==> src/rtl/bsq_pkg.sv <==
package bsq_pkg;
    localparam int OPC_W   = 8;
    localparam int NUM_EXT = 4;

    localparam logic [3:0] GRP_SBR  = 4'h3;
    localparam logic [3:0] GRP_LBR  = 4'hC;
    localparam logic [3:0] GRP_LSKP = 4'hD;
    localparam logic [3:0] GRP_SSKP = 4'hE;

    typedef enum logic [2:0] {
        CLS_NONE,
        CLS_SBR,
        CLS_LBR,
        CLS_SSKP,
        CLS_LSKP
    } cls_e;

    typedef enum logic [1:0] {
        ST_IDLE,
        ST_EX1,
        ST_EX2
    } state_e;
endpackage

==> src/rtl/bsq_decode.sv <==
module bsq_decode
    import bsq_pkg::*;
(
    input  logic [OPC_W-1:0] opcode_i,
    output cls_e             cls_o,
    output logic [2:0]       src_o,
    output logic             inv_o
);
    always_comb begin
        unique case (opcode_i[7:4])
            GRP_SBR:  cls_o = CLS_SBR;
            GRP_LBR:  cls_o = CLS_LBR;
            GRP_LSKP: cls_o = CLS_LSKP;
            GRP_SSKP: cls_o = CLS_SSKP;
            default:  cls_o = CLS_NONE;
        endcase
        src_o = opcode_i[2:0];
        inv_o = opcode_i[3];
    end
endmodule

==> src/rtl/bsq_cond.sv <==
module bsq_cond
    import bsq_pkg::*;
(
    input  cls_e               cls_i,
    input  logic [2:0]         src_i,
    input  logic               inv_i,
    input  logic               acc_zero_i,
    input  logic               carry_i,
    input  logic               q_i,
    input  logic [NUM_EXT-1:0] ext_flag_i,
    input  logic               ie_i,
    output logic               taken_o
);
    logic raw;
    logic long_form;

    always_comb begin
        unique case (src_i)
            3'd0:    raw = 1'b1;
            3'd1:    raw = acc_zero_i;
            3'd2:    raw = carry_i;
            3'd3:    raw = q_i;
            default: raw = ext_flag_i[src_i[1:0]];
        endcase
        long_form = (cls_i == CLS_LBR) || (cls_i == CLS_LSKP);
        if (long_form && src_i[2]) begin
            // long forms have no external-flag tests; one skip tests IE
            taken_o = (cls_i == CLS_LSKP) && (src_i == 3'd4) && !inv_i && ie_i;
        end else begin
            taken_o = raw ^ inv_i;
        end
    end
endmodule

==> src/rtl/bsq_seq.sv <==
module bsq_seq
    import bsq_pkg::*;
#(
    parameter int DATA_W = 8
) (
    input  logic                  clk,
    input  logic                  rst_n,
    input  logic                  start_i,
    input  logic [OPC_W-1:0]      opcode_i,
    input  logic [2*DATA_W-1:0]   pc_i,
    input  logic                  acc_zero_i,
    input  logic                  carry_i,
    input  logic                  q_i,
    input  logic [NUM_EXT-1:0]    ext_flag_i,
    input  logic                  ie_i,
    output logic                  mem_rd_o,
    output logic [2*DATA_W-1:0]   mem_addr_o,
    input  logic [DATA_W-1:0]     mem_rdata_i,
    output logic                  done_o,
    output logic [2*DATA_W-1:0]   pc_o,
    output logic [1:0]            cycles_o
);
    localparam int PC_W  = 2 * DATA_W;
    localparam int CYC_W = 2;

    typedef struct packed {
        state_e             state;
        cls_e               cls;
        logic               taken;
        logic [PC_W-1:0]    pc;
        logic [DATA_W-1:0]  hi;
        logic [CYC_W-1:0]   cnt;
        logic [CYC_W-1:0]   cyc_last;
    } seq_t;

    seq_t s_d, s_q;

    cls_e       dec_cls;
    logic [2:0] dec_src;
    logic       dec_inv;
    logic       cond_taken;

    bsq_decode u_decode (
        .opcode_i (opcode_i),
        .cls_o    (dec_cls),
        .src_o    (dec_src),
        .inv_o    (dec_inv)
    );

    bsq_cond u_cond (
        .cls_i      (dec_cls),
        .src_i      (dec_src),
        .inv_i      (dec_inv),
        .acc_zero_i (acc_zero_i),
        .carry_i    (carry_i),
        .q_i        (q_i),
        .ext_flag_i (ext_flag_i),
        .ie_i       (ie_i),
        .taken_o    (cond_taken)
    );

    always_comb begin
        s_d        = s_q;
        done_o     = 1'b0;
        mem_rd_o   = 1'b0;
        mem_addr_o = s_q.pc;
        unique case (s_q.state)
            ST_IDLE: begin
                if (start_i && dec_cls != CLS_NONE) begin
                    s_d.state = ST_EX1;
                    s_d.cls   = dec_cls;
                    s_d.taken = cond_taken;
                    s_d.pc    = pc_i;
                    s_d.cnt   = CYC_W'(1);
                end
            end
            ST_EX1: begin
                s_d.cnt = s_q.cnt + CYC_W'(1);
                unique case (s_q.cls)
                    CLS_SBR: begin
                        mem_rd_o       = 1'b1;
                        done_o         = 1'b1;
                        s_d.state      = ST_IDLE;
                        s_d.cyc_last   = s_q.cnt + CYC_W'(1);
                        s_d.pc         = s_q.taken ? {s_q.pc[PC_W-1:DATA_W], mem_rdata_i}
                                                   : s_q.pc + PC_W'(1);
                    end
                    CLS_SSKP: begin
                        done_o       = 1'b1;
                        s_d.state    = ST_IDLE;
                        s_d.cyc_last = s_q.cnt + CYC_W'(1);
                        s_d.pc       = s_q.pc + PC_W'(1);
                    end
                    CLS_LBR: begin
                        mem_rd_o  = 1'b1;
                        s_d.hi    = mem_rdata_i;
                        s_d.state = ST_EX2;
                    end
                    default: begin
                        s_d.state = ST_EX2;
                    end
                endcase
            end
            ST_EX2: begin
                done_o       = 1'b1;
                s_d.state    = ST_IDLE;
                s_d.cnt      = s_q.cnt + CYC_W'(1);
                s_d.cyc_last = s_q.cnt + CYC_W'(1);
                if (s_q.cls == CLS_LBR) begin
                    mem_rd_o   = 1'b1;
                    mem_addr_o = s_q.pc + PC_W'(1);
                    s_d.pc     = s_q.taken ? {s_q.hi, mem_rdata_i} : s_q.pc + PC_W'(2);
                end else begin
                    s_d.pc     = s_q.taken ? s_q.pc + PC_W'(2) : s_q.pc;
                end
            end
            default: s_d.state = ST_IDLE;
        endcase
    end

    always_ff @(posedge clk or negedge rst_n) begin
        if (!rst_n) begin
            s_q <= '{state: ST_IDLE, cls: CLS_NONE, taken: 1'b0, pc: '0,
                     hi: '0, cnt: '0, cyc_last: '0};
        end else begin
            s_q <= s_d;
        end
    end

    assign pc_o     = s_q.pc;
    assign cycles_o = s_q.cyc_last;

    AST_DONE_SINGLE: assert property (@(posedge clk) disable iff (!rst_n)
        done_o |=> !done_o);

    AST_SHORT_PAGE: assert property (@(posedge clk) disable iff (!rst_n)
        (done_o && s_q.cls == CLS_SBR && s_q.taken)
        |=> pc_o[PC_W-1:DATA_W] == $past(pc_o[PC_W-1:DATA_W]));

    AST_LONG_FAIL_STEP: assert property (@(posedge clk) disable iff (!rst_n)
        (done_o && s_q.cls == CLS_LBR && !s_q.taken)
        |=> pc_o == $past(pc_o) + PC_W'(2));

    AST_SKIP_NO_READ: assert property (@(posedge clk) disable iff (!rst_n)
        (s_q.state != ST_IDLE && (s_q.cls == CLS_SSKP || s_q.cls == CLS_LSKP))
        |-> !mem_rd_o);

    AST_IDLE_QUIET: assert property (@(posedge clk) disable iff (!rst_n)
        (s_q.state == ST_IDLE) |-> (!mem_rd_o && !done_o));

    AST_LONG_THREE: assert property (@(posedge clk) disable iff (!rst_n)
        (done_o && (s_q.cls == CLS_LBR || s_q.cls == CLS_LSKP))
        |=> cycles_o == CYC_W'(3));
endmodule

==> config.mk <==
export PLATFORM = sky130hd
export DESIGN_NAME = bsq_seq
export DESIGN_NICKNAME = d
export VERILOG_FILES = /design/src/rtl/bsq_pkg.sv /design/src/rtl/bsq_decode.sv /design/src/rtl/bsq_cond.sv /design/src/rtl/bsq_seq.sv
export SDC_FILE = /design/constraint.sdc
export NUM_CORES = 1
export LEC_CHECK = 0
export BUFFER_PORTS_ARGS = -buffer_cell sky130_fd_sc_hd__buf_2
export CORE_UTILIZATION = 44
export CTS_CLUSTER_DIAMETER = 50
export DETAILED_ROUTE_END_ITERATION = 10
export PLACE_DENSITY_LB_ADDON = 0.1
export SLEW_MARGIN = 20
export SYNTH_ARGS = -nofsm -noshare
export SYNTH_HDL_FRONTEND = slang
export SYNTH_SLANG_ARGS = --single-unit
==> constraint.sdc <==
create_clock -name clk -period 5.47 [get_ports clk]
set_input_delay 1.094 -clock clk [delete_from_list [all_inputs] [get_ports clk]]
set_output_delay 1.094 -clock clk [all_outputs]
set_load 0.05 [all_outputs]
# Yosys cells after proc, flatten, opt, wreduce, memory -nomap -nowiden
# Index checks and enable logic that the tools add are counted.
# word_totals
ff_bits	34
in_bits	43
out_inout_bits	36
word_cells	80
# op_classes
add_sub_neg	3
order_cmp	1
n_eq_ne	20
mux	25
bitwise	1
n_reduce_logical	22
# op_table
cell	count
16-bit two-way mux	6
16-bit case mux with 3 select lines	1
16-bit case mux with 2 select lines	1
22-bit two-way mux	1
16-bit by 1-bit adder with 16-bit output, second input constant	1
16-bit by 2-bit adder with 16-bit output, second input constant	1
3-bit by 2-bit == test with 1-bit output, second input constant	5
4-bit == test, second input constant	3
2-bit case mux with 2 select lines	3
3-bit case mux with 4 select lines	1
2-bit AND reduction	4
3-bit by 1-bit == test with 1-bit output, second input constant	2
3-bit == test, second input constant	2
2-bit two-way mux	3
3-bit != test, second input constant	2
3-bit nonzero test	2
2-bit OR reduction	3
1-bit logical AND	5
1-bit two-way mux	5
5-bit AND reduction	1
4-bit by 2-bit == test with 1-bit output, second input constant	1
2-bit != test, second input constant	2
1-bit case mux with 2 select lines	2
1-bit case mux with 4 select lines	1
other kinds (13)	14

# Logic depth before layout (Yosys ltp)
# Gate-level depths: netlist of run 1.
# logic_depth
ltp_word	9
depth_mapped	8
ltp_nobuf	7

# By module
# Synthesis of run 1 repeated with hierarchy kept, for this count alone.
# unflattened
cells_unflattened	385
hier_area_um2	3236.9
# by_module_without_submodules
module	instances	cells_each	area_per_inst_um2	seq_area_each_um2
bsq_seq	1	364	3057.9	850.8
bsq_cond	1	13	113.9	0.0
bsq_decode	1	8	65.1	0.0

# Worst setup path after synthesis of run 1
# OpenSTA, ideal clock, no wires.
# synth_timing
path_kind	reg2out
start	reg s_q[32] in the netlist's numbering
end	out mem_addr_o[13]
arrival_ps	2304
required_time_ps	4376
slack_ps	2072
path_stages_with_launch	7
path_buffers	0
path_cell_list	dfrtp_1 > inv_1 > ha_1 > nand3_2 > or4_4 > nor2_1 > xor2_1
# synth_via
elab_chain_len	2
# synth_rtl
item	line_no	source
start, declared	bsq_seq.sv:36	seq_t s_d, s_q;
start signal, assigned	bsq_seq.sv:123	s_q <= '{state: ST_IDLE, cls: CLS_NONE, taken: 1'b0, pc: '0,
2-bit == test	bsq_seq.sv:67	unique case (s_q.state)
16-bit two-way mux	bsq_seq.sv:67	
end, declared	bsq_seq.sv:17	output logic [2*DATA_W-1:0] mem_addr_o,
# Every way passes these cells.

# Worst setup path in the final report of run 1
# layout_timing
start	reg s_q[32] in the netlist's numbering
end	out mem_addr_o[10]
# Same word-level chain as after synthesis.

==> metrics.cfg, run 1 <==
[outcome]
outcome=finished clean

[sta]
fmax_ghz=0.258
hold_viol=0
fin_skew_ps=11.1
period_minus_slack_ps=3870
rsz0062_at_grt=no
finalSetupViolations=0
tns_ps=0
slew_violations=0
max_slew_margin=0.330
tightest_slew_ps=1000
post-route-period-util=0.708
fin_ws_ps=1600

[yosys]
syn_area_mm2=0.00337
synth_edf_count=0
synth-seq-area-share=0.252
yosys_register_bits=34
async_flop_share=1.00
syn_nets=449
synth_top_area_frac=0.252
yosysTopAreaCell=dfrtp_1
postSynthCellCount=399
synth.avg_cell_area_um2=8.45
yosysWarnings=0
ys.flop_type=dfrtp_1
ys_types=70
ys_top_cells_by_area=dfrtp_1, buf_4, xnor2_1

[clocking]
h-tree-depth=2
clk_pin_slew_ps=80
clock-root-buffer=clkbuf_8
clock_latency_ps=300
cts_sinks=34
cts_setup_buffers=0
clock_path_buffers=2
cts_resized=0
ctsHoldBuffers=0
cts_tree=done
cts_inserted_buffers=5

[route]
first_pass_iters=4
wire_per_inst_um=19.7
drt_iter0_markers=281
routed_wl_mm=10.5
antenna_left=0
vias_per_cell=6.22
drc=0
route.vias.total=3328

[cells_and_area]
fillers=750
drive_gt1_frac=0.273
layout_commonest_cell=buf_2
layout_common_cells=buf_2, dfrtp_1, nand2_1, nor2_1, o21ai_0
seq_area_um2=851
multi_input_area_mm2=0.00213
fin_nets=485
antenna_cells=0
syn_to_final_growth_pct=7.90
fin_area_mm2=0.00364

[critical_path]
cp-start-kind=flop
crit_cells=8
crit_path_top_delay_cell=nor3_2
crit_start=s_q[32]
worstSetupPathType=flop to primary output
reg2reg_depth=5
crit_top_cell=nand2_1
r2r_end=pc_o[13]
r2r-start=s_q[28]
path_cells=inv_1, ha_1, nand2_1, nor3_2, nand2_1, nor2_1, xor2_1, buf_2
critPathRequiredTime_ps=4380
max_stage_delay_ps=560
crit_family=simple AND/OR/NAND/NOR gates
crit_end=mem_addr_o[10]
cp.arrival_ps=2780
worstPathMaxFanout=16
cp-end-kind=primary output
crit_buf_inv=2
ff2ff_setup_slack_ps=2710

[global_route]
grt_max_degree=35
grt_pass1_vias=2971
grt-ovfl-total=0
grt_pass1_wl_mm=16.2
antenna_found_initial=0
track_usage=0.276

[floorplanning]
ioPinCount=79
die_w_um=89.6
die-area_mm2=0.00802
core_area_mm2=0.00733
die_y_um=89.6
start_util=0.460
rows=31

[power]
power.density_mw_per_mm2=619
peakVddDrop_mv=0.196
leakagePower_nw=1.54

[place]
gp_congestion=0.995
place_ws_ps=1900
dpl_cell_area_mm2=0.00355
dp_hpwl_mm=7.71
io_buffers=78

[worst_hold_path]
hold_path.class=flop to flop
hold_depth=2

[run]
drv_cap=0

## metrics by stage
stage               total power [mW]  utilization  hold slack [ps]  std cells
global placement                2.03        0.485              481        527
CTS                             2.24        0.497              498        535
finish                          2.25        0.497              503        535
global route                    2.39        0.497              537        535
floorplan                       1.81            -              451        399
detailed placement              2.03        0.485              480        527
## logic make-up (layout without fill, tap and decap cells)
kind of cell	after synthesis	in the layout	share of synthesized area
compound gates	103	103	0.214
xor+xnor	34	34	0.0883
fa+ha+maj	7	7	0.0260
buf+inv	64	101	0.116
flops	34	34	0.252
mux	21	21	0.0708
simple gates	136	136	0.233
## power by group
group / switching [mW] / total [mW] / internal, mW / leakage [nW]
Clock: 0.108 / 0.198 / 0.0901 / 0.0452
Sequential: 0.244 / 0.601 / 0.357 / 0.430
Combinational: 0.999 / 1.45 / 0.456 / 1.06
Total: 1.35 / 2.25 / 0.904 / 1.54
## layout make-up
| cell class | instances | area share |
|---|---|---|
| Inverter | 15 | 0.0155 |
| Sequential cell | 34 | 0.234 |
| Timing Repair Buffer | 78 | 0.107 |
| Clock inverter | 2 | 0.00378 |
| Tap cell | 99 | 0.0340 |
| Multi-Input combinational cell | 301 | 0.586 |
| Clock buffer | 6 | 0.0199 |
## state kept, by name, indices dropped and copies added, names as in the netlist
signal and cells:
cycles_o 2, s_q 16, pc_o 16
## synth_stat cells (7+ instances only)
cell     count
xor2_1      13
buf_4       27
a21oi_1     12
or3_1        7
nand2_1     27
inv_1       15
ha_1         7
nand3_1     13
mux2_2      13
mux2i_1      7
a31oi_1     18
nand4_1     10
nor3_1      12
buf_2        9
nor2_1      27
xnor2_1     21
o21ai_0     23
dfrtp_1     34
nor4_1       7
## worst min path at each step
stage / startpoint / end / slack (ps)
2_1_floorplan: cycles_o[0] / cycles_o[0] / 450
3_3_place_gp: cycles_o[0] / cycles_o[0] / 480
3_5_place_dp: cycles_o[0] / cycles_o[0] / 480
4_1_cts: cycles_o[0] / cycles_o[0] / 500
5_1_grt: s_q[10] / s_q[10] / 540
6_report: cycles_o[0] / cycles_o[0] / 500
## routing by layer
metal | vias to the layer above | routed length [um] | global-route usage
met2 | 187 | 4800 | 0.436
met5 | - | 0 | 0
met4 | 0 | 325 | 0.124
met3 | 28 | 826 | 0.0388
met1 | 1587 | 4560 | 0.375
li1 | 1526 | - | -
## worst register-to-register path: stages (launching register included)
cell and delay [ps]:
dfrtp_1 600, nand4bb_1 860, o21ai_0 560, a31oi_1 70, a311oi_1 430, o2bb2ai_1 130
No activity file was read; power rests on OpenSTA's default activity.
==> run 2: changes to the inputs <==
ABC_AREA = 1   (was not set)
clock period = 3.6 ns   (was 5.47 ns; I/O delays follow)
==> metrics.cfg, run 2 <==
[critical_path]
critPathRequiredTime_ps=2880
crit_top_cell=inv_1
cp-end-kind=primary output
worstSetupPathType=flop to primary output
crit_path_top_delay_cell=inv_1
path_cells=inv_1, ha_1, nand2_1, inv_1, nand3_1, o21ai_0, buf_2
crit_end=mem_addr_o[10]
r2r-start=s_q[33]
crit_start=s_q[32]
ff2ff_setup_slack_ps=1380
r2r_end=pc_o[15]
max_stage_delay_ps=460
worstPathMaxFanout=20
reg2reg_depth=11
cp-start-kind=flop
cp.arrival_ps=2350

[power]
power.density_mw_per_mm2=918
peakVddDrop_mv=0.757
total_power_mw=3.41
leakagePower_nw=2.00

[yosys]
async_flop_share=1.00
synth.avg_cell_area_um2=6.23
synth-seq-area-share=0.256
ys_top_cells_by_area=dfrtp_1, nand2_1, nand3_1
yosys.cell_count.top_type=nand2_1
ys.flop_type=dfrtp_1
synth_top_area_frac=0.256
synth_edf_count=0
yosysWarnings=0
ys_types=33
yosys-top-cells-count=nand2_1, nand3_1, inv_1
syn_nets=583
postSynthCellCount=533
yosysTopAreaCell=dfrtp_1
yosys_register_bits=34
syn_area_mm2=0.00332

[global_route]
grt_pass1_wl_mm=14.7
grt_max_degree=35
antenna_found_initial=0
grt-ovfl-total=0
grt_pass1_vias=3100
track_usage=0.249

[floorplanning]
die_y_um=88.8
core_area_mm2=0.00725
die-area_mm2=0.00789
ioPinCount=79
start_util=0.457
rows=31
die_w_um=88.8

[clocking]
h-tree-depth=2
cts_inserted_buffers=5
ctsHoldBuffers=0
cts_resized=0
clock_path_buffers=2
cts_tree=done
clock_latency_ps=300
clock-root-buffer=clkbuf_8
cts_setup_buffers=0
clk_pin_slew_ps=70
cts_sinks=34

[route]
first_pass_iters=5
drt_iter0_markers=189
wire_per_inst_um=13.7
route.vias.total=3503
highest_layer=met4
antenna_left=0
vias_per_cell=5.11
met2WireLength_mm=4.39
dr_wl_met3_um=418
drc=0
routed_wl_mm=9.42
drt-met1-wl_mm=4.45

[cells_and_area]
syn_to_final_growth_pct=11.9
final_cells=685
fillers=788
drive_gt1_frac=0.218
antenna_cells=0
fin_nets=637
layout_commonest_cell=nand2_1
layout_common_cells=nand2_1, buf_2, nand3_1

[place]
io_buffers=78
dp_cells=679
gp_congestion=0.894
dp_hpwl_mm=7.24

[run]
drv_cap=0

[sta]
period_minus_slack_ps=3070
finalSetupViolations=0
post-route-period-util=0.853
rsz0062_at_grt=no
max_slew_margin=0.446
fin_skew_ps=13.4
slew_violations=0
tightest_slew_ps=832
tns_ps=0
hold_viol=0
fmax_ghz=0.326

[worst_hold_path]
hold_path.class=flop to flop
hold_depth=2

[outcome]
outcome=finished clean

[run 2: cell types whose count changed after synthesis, sizes merged, moves of 9 or more]
cell,delta
a31oi,-18
xnor2,-19
nand3,+54
nand2,+162
nor2,+10
o21ai,+26
nor4,-9
inv,+43
buf,-15
mux2,-10
[run 2: logic make-up after synthesis]
logic type | Yosys count | share of synthesized area
AO/OA/AOI/OAI | 76 | 0.130
XOR/XNOR | 8 | 0.0211
adder cells (fa/ha/maj) | 7 | 0.0264
buffers and inverters | 94 | 0.136
flip-flops | 34 | 0.256
multiplexers | 3 | 0.0102
AND/OR/NAND/NOR | 311 | 0.420
[run 2: metrics by stage]
stage               hold slack, ps  instance area [um2]  utilization  setup WS, ps
floorplan                      424                 3320            -           624
global route                   513                 3710        0.512           390
detailed placement             476                 3630        0.500           878
finish                         493                 3710        0.512           528
global placement               471                 3630        0.500           984
CTS                            493                 3710        0.512           560
[run 2: area by class of cell]
| type | count | area, um2 | share of cell area |
|---|---|---|---|
| Clock buffer | 6 | 82.6 | 0.0222 |
| Tap cell | 99 | 124 | 0.0334 |
| Sequential cell | 34 | 851 | 0.229 |
| Multi-Input combinational cell | 405 | 2020 | 0.543 |
| Timing Repair Buffer | 81 | 413 | 0.111 |
| Inverter | 60 | 225 | 0.0607 |
[run 2: where the power goes]
part           switching (mW)  leakage [nW]  internal (mW)
Combinational            1.68          1.53          0.626
Clock                   0.152        0.0431          0.148
Sequential              0.243         0.426          0.555
[run 2: how the worst min path moves through the flow]
stage	from	end	slack, ps
2_1_floorplan	rst_n	cycles_o[0]	420
3_3_place_gp	s_q[11]	s_q[11]	470
3_5_place_dp	s_q[11]	s_q[11]	480
4_1_cts	s_q[9]	s_q[9]	490
5_1_grt	s_q[2]	cycles_o[0]	510
6_report	s_q[9]	s_q[9]	490
[run 2: critical path: cells and delay by family, from the launching register on]
family | cells | cell delay (ps)
buffers and inverters | 3 | 880
flip-flops | 1 | 400
adder cells (fa/ha/maj) | 1 | 390
AND/OR/NAND/NOR | 2 | 260
AO/OA/AOI/OAI | 1 | 130
[run 2: metal layers]
layer,track usage,vias up
met5,0,-
met4,0.0674,0
met3,0.0373,15
met2,0.422,90
met1,0.329,1590
li1,-,1808
